### config.mk
export PLATFORM = sky130hd
export DESIGN_NAME = ext_irq_trigger_unit
export DESIGN_NICKNAME = d
export VERILOG_FILES = /design/src/rtl/eitu_pkg.sv /design/src/rtl/eitu_pin_sync.sv /design/src/rtl/eitu_cfg_regs.sv /design/src/rtl/eitu_line.sv /design/src/rtl/ext_irq_trigger_unit.sv
export SDC_FILE = /design/constraint.sdc
export NUM_CORES = 1
export LEC_CHECK = 0
export BUFFER_PORTS_ARGS = -buffer_cell sky130_fd_sc_hd__buf_4
export CAP_MARGIN = 20
export CORE_MARGIN = 8
export CORE_UTILIZATION = 55
export CTS_CLUSTER_SIZE = 10
export DETAILED_ROUTE_END_ITERATION = 10
export GPL_TIMING_DRIVEN = 0
export PLACE_DENSITY = 0.86
export SKIP_LAST_GASP = 1
export SLEW_MARGIN = 30
export SYNTH_ARGS = -nofsm -noshare
export SYNTH_HDL_FRONTEND = slang
export SYNTH_HIERARCHICAL = 1
export SYNTH_SLANG_ARGS = --single-unit
export TNS_END_PERCENT = 10
### constraint.sdc
create_clock -name clk -period 1.9 [get_ports clk]
set_input_delay 0 -clock clk [delete_from_list [all_inputs] [get_ports clk]]
set_output_delay 0 -clock clk [all_outputs]
set_load 0.01 [all_outputs]
### src/rtl/eitu_pkg.sv
package eitu_pkg;

  localparam int CFG_W     = 32;
  localparam int SLOTS     = 4;
  localparam int STAT_LSB  = 0;
  localparam int ACK_LSB   = 4;
  localparam int MASK_LSB  = 8;
  localparam int ANY_LSB   = 12;
  localparam int LVL_LSB   = 16;
  localparam int POL_LSB   = 20;

  typedef enum logic [2:0] {
    TRIG_FALL = 3'd0,
    TRIG_RISE = 3'd1,
    TRIG_ANY  = 3'd2,
    TRIG_HIGH = 3'd3,
    TRIG_LOW  = 3'd4
  } trig_e;

  typedef struct packed {
    logic lvl;
    logic pol;
    logic any;
  } line_cfg_t;

  // word index that holds a given line
  function automatic int word_of(input int line);
    return line / SLOTS;
  endfunction

  // bit position of a line inside each field
  function automatic int slot_of(input int line);
    return line % SLOTS;
  endfunction

  function automatic trig_e decode_trig(input line_cfg_t c);
    if (c.lvl)      return c.pol ? TRIG_HIGH : TRIG_LOW;
    else if (c.any) return TRIG_ANY;
    else            return c.pol ? TRIG_RISE : TRIG_FALL;
  endfunction

  function automatic logic is_level(input trig_e m);
    return (m == TRIG_HIGH) || (m == TRIG_LOW);
  endfunction

  // edge qualification from current and previous synchronised samples
  function automatic logic edge_hit(input trig_e m, input logic cur, input logic prev);
    case (m)
      TRIG_RISE: return cur & ~prev;
      TRIG_FALL: return ~cur & prev;
      TRIG_ANY:  return cur ^ prev;
      default:   return 1'b0;
    endcase
  endfunction

  function automatic logic level_hit(input trig_e m, input logic cur);
    case (m)
      TRIG_HIGH: return cur;
      TRIG_LOW:  return ~cur;
      default:   return 1'b0;
    endcase
  endfunction

endpackage

### src/rtl/eitu_pin_sync.sv
module eitu_pin_sync #(
  parameter int NUM_LINES = 6
) (
  input  logic                 clk,
  input  logic                 rst_n,
  input  logic [NUM_LINES-1:0] pin_async,
  output logic [NUM_LINES-1:0] pin_sync,
  output logic [NUM_LINES-1:0] pin_prev
);

  logic [NUM_LINES-1:0] stage1_q;
  logic [NUM_LINES-1:0] stage2_q;
  logic [NUM_LINES-1:0] prev_q;

  always_ff @(posedge clk) begin
    if (!rst_n) begin
      stage1_q <= '0;
      stage2_q <= '0;
      prev_q   <= '0;
    end else begin
      stage1_q <= pin_async;
      stage2_q <= stage1_q;
      prev_q   <= stage2_q;
    end
  end

  assign pin_sync = stage2_q;
  assign pin_prev = prev_q;

endmodule

### src/rtl/eitu_cfg_regs.sv
module eitu_cfg_regs
  import eitu_pkg::*;
#(
  parameter int NUM_LINES = 6
) (
  input  logic                  clk,
  input  logic                  rst_n,
  input  logic                  reg_wr,
  input  logic                  reg_sel,
  input  logic [CFG_W-1:0]      reg_wdata,
  input  logic [NUM_LINES-1:0]  status,
  output logic [CFG_W-1:0]      reg_rdata,
  output logic [NUM_LINES-1:0]  mask_q,
  output line_cfg_t [NUM_LINES-1:0] cfg_q,
  output logic [NUM_LINES-1:0]  ack_pulse
);

  always_ff @(posedge clk) begin
    if (!rst_n) begin
      mask_q <= '0;
      cfg_q  <= '0;
    end else if (reg_wr) begin
      for (int l = 0; l < NUM_LINES; l++) begin
        if (word_of(l) == int'(reg_sel)) begin
          mask_q[l]    <= reg_wdata[MASK_LSB + slot_of(l)];
          cfg_q[l].lvl <= reg_wdata[LVL_LSB + slot_of(l)];
          cfg_q[l].pol <= reg_wdata[POL_LSB + slot_of(l)];
          cfg_q[l].any <= reg_wdata[ANY_LSB + slot_of(l)];
        end
      end
    end
  end

  always_comb begin
    ack_pulse = '0;
    for (int l = 0; l < NUM_LINES; l++) begin
      if (reg_wr && (word_of(l) == int'(reg_sel)))
        ack_pulse[l] = reg_wdata[ACK_LSB + slot_of(l)];
    end
  end

  // acknowledge field is never stored, so it reads as zero
  always_comb begin
    reg_rdata = '0;
    for (int l = 0; l < NUM_LINES; l++) begin
      if (word_of(l) == int'(reg_sel)) begin
        reg_rdata[STAT_LSB + slot_of(l)] = status[l];
        reg_rdata[MASK_LSB + slot_of(l)] = mask_q[l];
        reg_rdata[ANY_LSB  + slot_of(l)] = cfg_q[l].any;
        reg_rdata[LVL_LSB  + slot_of(l)] = cfg_q[l].lvl;
        reg_rdata[POL_LSB  + slot_of(l)] = cfg_q[l].pol;
      end
    end
  end

endmodule

### src/rtl/eitu_line.sv
module eitu_line
  import eitu_pkg::*;
(
  input  logic      clk,
  input  logic      rst_n,
  input  line_cfg_t cfg,
  input  logic      lvl_now,
  input  logic      lvl_prev,
  input  logic      ack,
  output logic      edge_evt,
  output logic      latched,
  output logic      detected
);

  trig_e mode;
  logic  level_mode;

  assign mode       = decode_trig(cfg);
  assign level_mode = is_level(mode);
  assign edge_evt   = edge_hit(mode, lvl_now, lvl_prev);

  // a new edge takes precedence over an acknowledge in the same cycle
  always_ff @(posedge clk) begin
    if (!rst_n)        latched <= 1'b0;
    else if (edge_evt) latched <= 1'b1;
    else if (ack)      latched <= 1'b0;
  end

  assign detected = level_mode ? level_hit(mode, lvl_now) : latched;

  assert_edge_wins_R6: assert property (@(posedge clk) disable iff (!rst_n)
    edge_evt |=> latched);

  assert_ack_drops_R5: assert property (@(posedge clk) disable iff (!rst_n)
    (ack && !edge_evt) |=> !latched);

  assert_sticky_R4: assert property (@(posedge clk) disable iff (!rst_n)
    (!ack && !edge_evt) |=> $stable(latched));

endmodule

### src/rtl/ext_irq_trigger_unit.sv
module ext_irq_trigger_unit
  import eitu_pkg::*;
#(
  parameter int NUM_LINES = 6
) (
  input  logic                 clk,
  input  logic                 rst_n,
  input  logic [NUM_LINES-1:0] ext_pin,
  input  logic                 reg_wr,
  input  logic                 reg_sel,
  input  logic [31:0]          reg_wdata,
  output logic [31:0]          reg_rdata,
  output logic [NUM_LINES-1:0] irq_req
);

  logic [NUM_LINES-1:0]      pin_sync;
  logic [NUM_LINES-1:0]      pin_prev;
  logic [NUM_LINES-1:0]      mask_q;
  logic [NUM_LINES-1:0]      ack_pulse;
  logic [NUM_LINES-1:0]      detected;
  logic [NUM_LINES-1:0]      edge_evt;
  logic [NUM_LINES-1:0]      latched;
  line_cfg_t [NUM_LINES-1:0] cfg_q;

  eitu_pin_sync #(.NUM_LINES(NUM_LINES)) u_sync (
    .clk       (clk),
    .rst_n     (rst_n),
    .pin_async (ext_pin),
    .pin_sync  (pin_sync),
    .pin_prev  (pin_prev)
  );

  eitu_cfg_regs #(.NUM_LINES(NUM_LINES)) u_regs (
    .clk       (clk),
    .rst_n     (rst_n),
    .reg_wr    (reg_wr),
    .reg_sel   (reg_sel),
    .reg_wdata (reg_wdata),
    .status    (detected),
    .reg_rdata (reg_rdata),
    .mask_q    (mask_q),
    .cfg_q     (cfg_q),
    .ack_pulse (ack_pulse)
  );

  for (genvar l = 0; l < NUM_LINES; l++) begin : g_line
    eitu_line u_line (
      .clk      (clk),
      .rst_n    (rst_n),
      .cfg      (cfg_q[l]),
      .lvl_now  (pin_sync[l]),
      .lvl_prev (pin_prev[l]),
      .ack      (ack_pulse[l]),
      .edge_evt (edge_evt[l]),
      .latched  (latched[l]),
      .detected (detected[l])
    );

    assert_masked_quiet_R7: assert property (@(posedge clk) disable iff (!rst_n)
      !mask_q[l] |-> !irq_req[l]);
  end

  assign irq_req = detected & mask_q;

endmodule

==> metrics, run 1 <==
met2 usage=31.2%; H-tree depth=2; Final Instance Area=3290 um2; total power=2.20 mW; router iterations before antenna repair=5; CTS Buf Count=5; crit-path cells=xnor2_1, mux2_2, mux2_2, buf_4; layout cells sized above 1=31.0%; Initial Utilization=56.4%; met1 usage=19.0%; Clk pin slew, worst setup/hold paths=90 ps; post-CTS setup buffer count=0; Worst setup EP type=output pin; most common library cell in the layout ignoring fill and taps=buf_4; via/cell ratio=4.89; placed inst area=2960 um2; Syn Inst Count=259; Wirelength per Cell=14.0 um; Post-Syn Area=2440 um2; Starting DRT DRC Count=88; CP dominant cell by count=mux2_2; Max-Cap Viols=0; Yosys warning count=6; Crit path required time=1900 ps; Setup-failing EPs final=0; initial antenna violation count=0; highest clock rate=665 MHz; I/O pins=80; worst hold margin=48.5 ps; most frequent cells in the layout=buf_4 (71), dfxtp_1 (48), nand2_1 (46), mux2i_1 (24), dlygate4sd3_1 (22); Crit path arrival time=1500 ps; Worst-Margin Slew=556 ps; Rel. slew slack=63.0%; die area=6820 um2; crit path kind=flop to output pin; Die Height=82.6 um; buffer and inverter count on the worst path=1; slowest cell delay on critical path=420 ps; GRT Overall Usage=17.4%; # rows=24; Max Root-Sink Buffers=2; Avg Inst Size Synth=9.42 um2; CP Max Fanout=5; met3 track demand over resource=5.19%; Port Buffers=55; area delta synth->final=34.7%; DR vias=1990; core area=4320 um2; routability cong.=0.794; Hold Path Class=input port to flop; Setup Skew=7.02 ps; number of global-route vias before repair=2018; Clock Latency Late Sink=300 ps; RSZ-0062 raised after global routing=false; final hold violation count=0; post-DP HPWL=4050 um; CTS tree=built; Final Max Tran Viols=0; Tmin final=1500 ps; pre-CTS setup slack=697 ps; Setup TNS=0 ps; status=finished clean; Critical Path Source Type=flop; GRT busiest layer=met2; final net count=408; delay-heaviest family, CP=multiplexers; drt total wl=5700 um; CTS root buffer=clkbuf_8; Die Width=82.6 um; slowest stage cell on the critical path=dfxtp_1; Peak VDD IR=546 uV; final worst slack=396 ps; leakage=1.49 nW; number of diodes=0; # clock sinks=48; power density over the cells=669 nW/um2; Detail Route Antenna Nets=0; final period utilization=79.2%; drt drc=0; first-pass GRT wire length=9160 um; GRT Residual Overflow=0; largest net degree at the start of global routing=26
-- metal layers --
| metal | up-vias | share of wire, % |
|---|---|---|
| met5 | - | 0 |
| met1 | 914 | 41 |
| li1 | 1003 | - |
| met3 | 10 | 7.0 |
| met2 | 63 | 51 |
| met4 | 0 | 1.6 |
-- path summary, 6_finish.rpt --
kind	from	endpoint	slack, ps	cells past startpoint
max	u_regs/cfg_q[1]	reg_rdata[0]	400	4
min	reg_wdata[6]	g_line[2].u_line/latched	50	4
max reg2reg	u_sync/pin_sync[0]	g_line[0].u_line/latched	700	5
min reg2reg	u_sync/stage1_q[4]	u_sync/pin_sync[4]	440	1
-- final cells by class --
cell class	instances	area (um2)
clock buffer	6	72.6
inverter	12	45.0
sequential	48	961
multi-input combinational	188	1320
buffer	22	151
tap	52	65.1
fill	305	1040
clock inverter	2	35.0
timing repair buffer	77	633
-- tightest hold or removal path, delay by kind of cell --
family                 cells  cell delay, ps
buffers and inverters      1              80
and+or+nand+nor            2             180
AOI/OAI and AO/OA          1              50
-- stage by stage --
stage / std cells / util [%]
2_1_floorplan: 270 / -
3_3_place_gp: 377 / 68.4
3_5_place_dp: 377 / 68.4
4_1_cts: 407 / 76.0
5_1_grt: 407 / 76.0
6_report: 407 / 76.0
-- flip-flops by register name, summed over array words and instances (netlist names) --
name / count
u_regs/cfg_q: 18
g_line.u_line/latched: 6
u_regs/mask_q: 6
u_sync/pin_prev: 6
u_sync/pin_sync: 6
u_sync/stage1_q: 6
-- power breakdown --
| group | switching (mW) | total [mW] | internal [mW] |
|---|---|---|---|
| Clock | 0.326 | 0.716 | 0.390 |
| Combinational | 0.163 | 0.386 | 0.223 |
| Sequential | 0.0410 | 1.10 | 1.06 |
| Total | 0.529 | 2.20 | 1.67 |
-- timing repair --
action,CTS,global route
hold buffers,22,0
endpoints found under the hold margin,30,0
gates resized for setup,0,0
endpoints found under the setup margin,0,0
(Power assumes the default switching activity.)
==> inputs of run 2 (changes only) <==
--- a/config.mk
+++ b/config.mk
@@ -8,11 +8,11 @@
 export BUFFER_PORTS_ARGS = -buffer_cell sky130_fd_sc_hd__buf_4
 export CAP_MARGIN = 20
 export CORE_MARGIN = 8
-export CORE_UTILIZATION = 55
+export CORE_UTILIZATION = 51
 export CTS_CLUSTER_SIZE = 10
 export DETAILED_ROUTE_END_ITERATION = 10
 export GPL_TIMING_DRIVEN = 0
-export PLACE_DENSITY = 0.86
+export PLACE_DENSITY = 0.8
 export SKIP_LAST_GASP = 1
 export SLEW_MARGIN = 30
 export SYNTH_ARGS = -nofsm -noshare
==> constraint.sdc (replaced) <==
create_clock -name clk -period 1.47 [get_ports clk]
set_input_delay 0 -clock clk [delete_from_list [all_inputs] [get_ports clk]]
set_output_delay 0 -clock clk [all_outputs]
set_load 0.01 [all_outputs]
==> run 2 against run 1 <==
  * Total power rose by 25%
  * Critical endpoint unchanged
  * Clock skew fell by 1.7 ps
  * Sequential power rose by 29%
  * Via count fell by 1.2%
  * Final area rose by 1.9%
  * Die area rose by 6.3%
  * Hold slack improved by 3.9 ps
  * Cell count rose by 1.5%
  * Worst setup slack got worse by 380 ps
  * Non-clock buffer count rose by 4
  * Combinational power rose by 35%
  * Register-to-register slack got worse by 430 ps
==> metrics, run 2 (synthesis results as in run 1) <==
status=finished clean; Largest Register=u_regs/cfg_q; leakage=1.52 nW (+1.9%); Worst R2R Path Depth=6 (+1); largest net degree at the start of global routing=26 (unchanged); Setup-failing EPs final=0 (unchanged); most frequent cells in the layout=buf_4 (73), nand2_1 (46), dfxtp_1 (36), mux2i_1 (24), dlygate4sd3_1 (22); crit path kind=flop to output pin; Final Instance Area=3350 um2 (+1.9%); final period utilization=98.7%; number of diodes=0 (unchanged); Setup TNS=0 ps (unchanged); delay-heaviest family, CP=multiplexers; first-pass GRT wire length=9420 um (+2.8%); clock power share=29.4% (-3.1 points); Rel. slew slack=61.1% (-1.8 points); Peak VDD IR=606 uV (+11%); Clock Latency Late Sink=300 ps (about the same); via/cell ratio=4.76 (-2.6%); Crit path required time=1470 ps (-430 ps); Internal=2.06 mW (+23%); GRT Residual Overflow=0 (unchanged); DR vias=1966 (-1.2%); final worst slack=18.6 ps (-377 ps); Flop pwr share=51.6% (+1.7 points); post-DP HPWL=4060 um (+0.21%); GRT Overall Usage=16.1% (-1.4 points); Critical Path Source Type=flop; router iterations before antenna repair=4 (-1); Port Buffers=55 (unchanged); CP Max Fanout=4 (-1); Clk pin slew, worst setup/hold paths=90 ps (about the same); power density over the cells=820 nW/um2 (+23%); buffer and inverter count on the worst path=1 (unchanged); Max-Cap Viols=0 (unchanged); Worst setup EP type=output pin; slowest cell delay on critical path=360 ps (-60 ps); Setup Skew=5.31 ps (-1.72 ps); # clock sinks=48 (unchanged); Worst-Margin Slew=583 ps (+27.3 ps); Detail Route Antenna Nets=0 (unchanged); number of global-route vias before repair=2017 (-0.050%); pre-CTS setup slack=291 ps (-406 ps); slowest stage cell on the critical path=dfxtp_4; initial antenna violation count=0 (unchanged); H-tree depth=2 (unchanged); highest clock rate=689 MHz; Die Height=85.2 um (+3.1%); placed inst area=2960 um2 (about the same); CP Depth=4 (unchanged); drt drc=0 (unchanged); final net count=412 (+0.98%); Sw Share=25.1% (+1.1 points); CTS tree=built; Starting DRT DRC Count=138 (+57%); drt total wl=5740 um (+0.84%); final hold violation count=0 (unchanged); most common library cell in the layout ignoring fill and taps=buf_4; Wirelength per Cell=13.9 um (-0.62%); RSZ-0062 raised after global routing=true; Max Root-Sink Buffers=2 (unchanged); I/O pins=80 (unchanged); Crit path arrival time=1450 ps (-50 ps); worst hold margin=52.4 ps (+3.87 ps); Tmin final=1450 ps; # rows=25 (+4.2%); Comb power frac=19.0% (+1.5 points); routability cong.=0.762 (-4.0%); area delta synth->final=37.3%; layout cells sized above 1=34.8% (+3.8 points); CTS Buf Count=5 (unchanged); CTS root buffer=clkbuf_8; Hold Path Class=input port to flop; total power=2.75 mW (+25%); crit-path cells=xnor2_1, mux2_4, mux2_4, buf_6; Final Max Tran Viols=0 (unchanged); Die Width=85.2 um (+3.1%); CP dominant cell by count=mux2_4; max reg flops=18 (unchanged); core area=4660 um2 (+7.8%); Switch Pwr=691 uW (+31%); WHS Path Cells=4 (unchanged); layout filler cell count=355 (+16%); die area=7250 um2 (+6.3%); Initial Utilization=52.3% (-4.1 points)
## run 2: metrics by stage
stage | utilization (%) | std cells
6_report | 71.9 | 413
3_5_place_dp | 63.5 | 379
3_3_place_gp | 63.5 | 379
2_1_floorplan | - | 270
5_1_grt | 71.9 | 413
4_1_cts | 70.6 | 410
## run 2: power by group through the flow
stage	clock network, mW	registers, mW	logic (mW)
4_1_cts	0.816	1.42	0.501
6_report	0.808	1.42	0.522
3_3_place_gp	0	1.45	0.440
3_5_place_dp	0	1.45	0.449
2_1_floorplan	0	1.43	0.278
5_1_grt	0.877	1.43	0.569
## run 2: final cells by class
cell class                      count  area (um2)  area share, %
Sequential cell                    48         986           29.4
Tap cell                           54        67.6           2.02
Multi-Input combinational cell    188        1340           40.0
Inverter                           12        45.0           1.34
Clock buffer                        8        90.1           2.69
Timing Repair Buffer               81         671           20.0
Buffer                             22         151           4.52
## run 2: per-layer routing
layer	up-vias	GRT usage, %	wire, um
met4	0	5.99	76
li1	1013	-	-
met1	902	18.0	2580
met3	7	4.54	271
met2	44	28.2	2820
met5	-	0	0
## run 2: repair_timing
action                                  CTS  global route
buffers inserted                          2             2
endpoints found under the hold margin    27             1
endpoints found under the setup margin    2             2
resized for setup                         9            13
hold buffers                             21             1
## run 2: worst paths after layout
path	startpoint	endpoint	slack, ps
worst max register to register	u_sync/pin_sync[0]	g_line[0].u_line/latched	270
worst max-delay path	u_regs/cfg_q[1]	reg_rdata[0]	20
worst min register to register	u_sync/stage1_q[4]	u_sync/pin_sync[4]	440
worst min-delay path	reg_wdata[7]	g_line[3].u_line/latched	50
## run 2: worst register-to-register path: cells and delay by family, from the launching register on
family	cells	cell delay (ps)
buf+inv	2	160
simple gates	1	120
fa+ha+maj	1	180
flops	1	340
compound gates	2	300
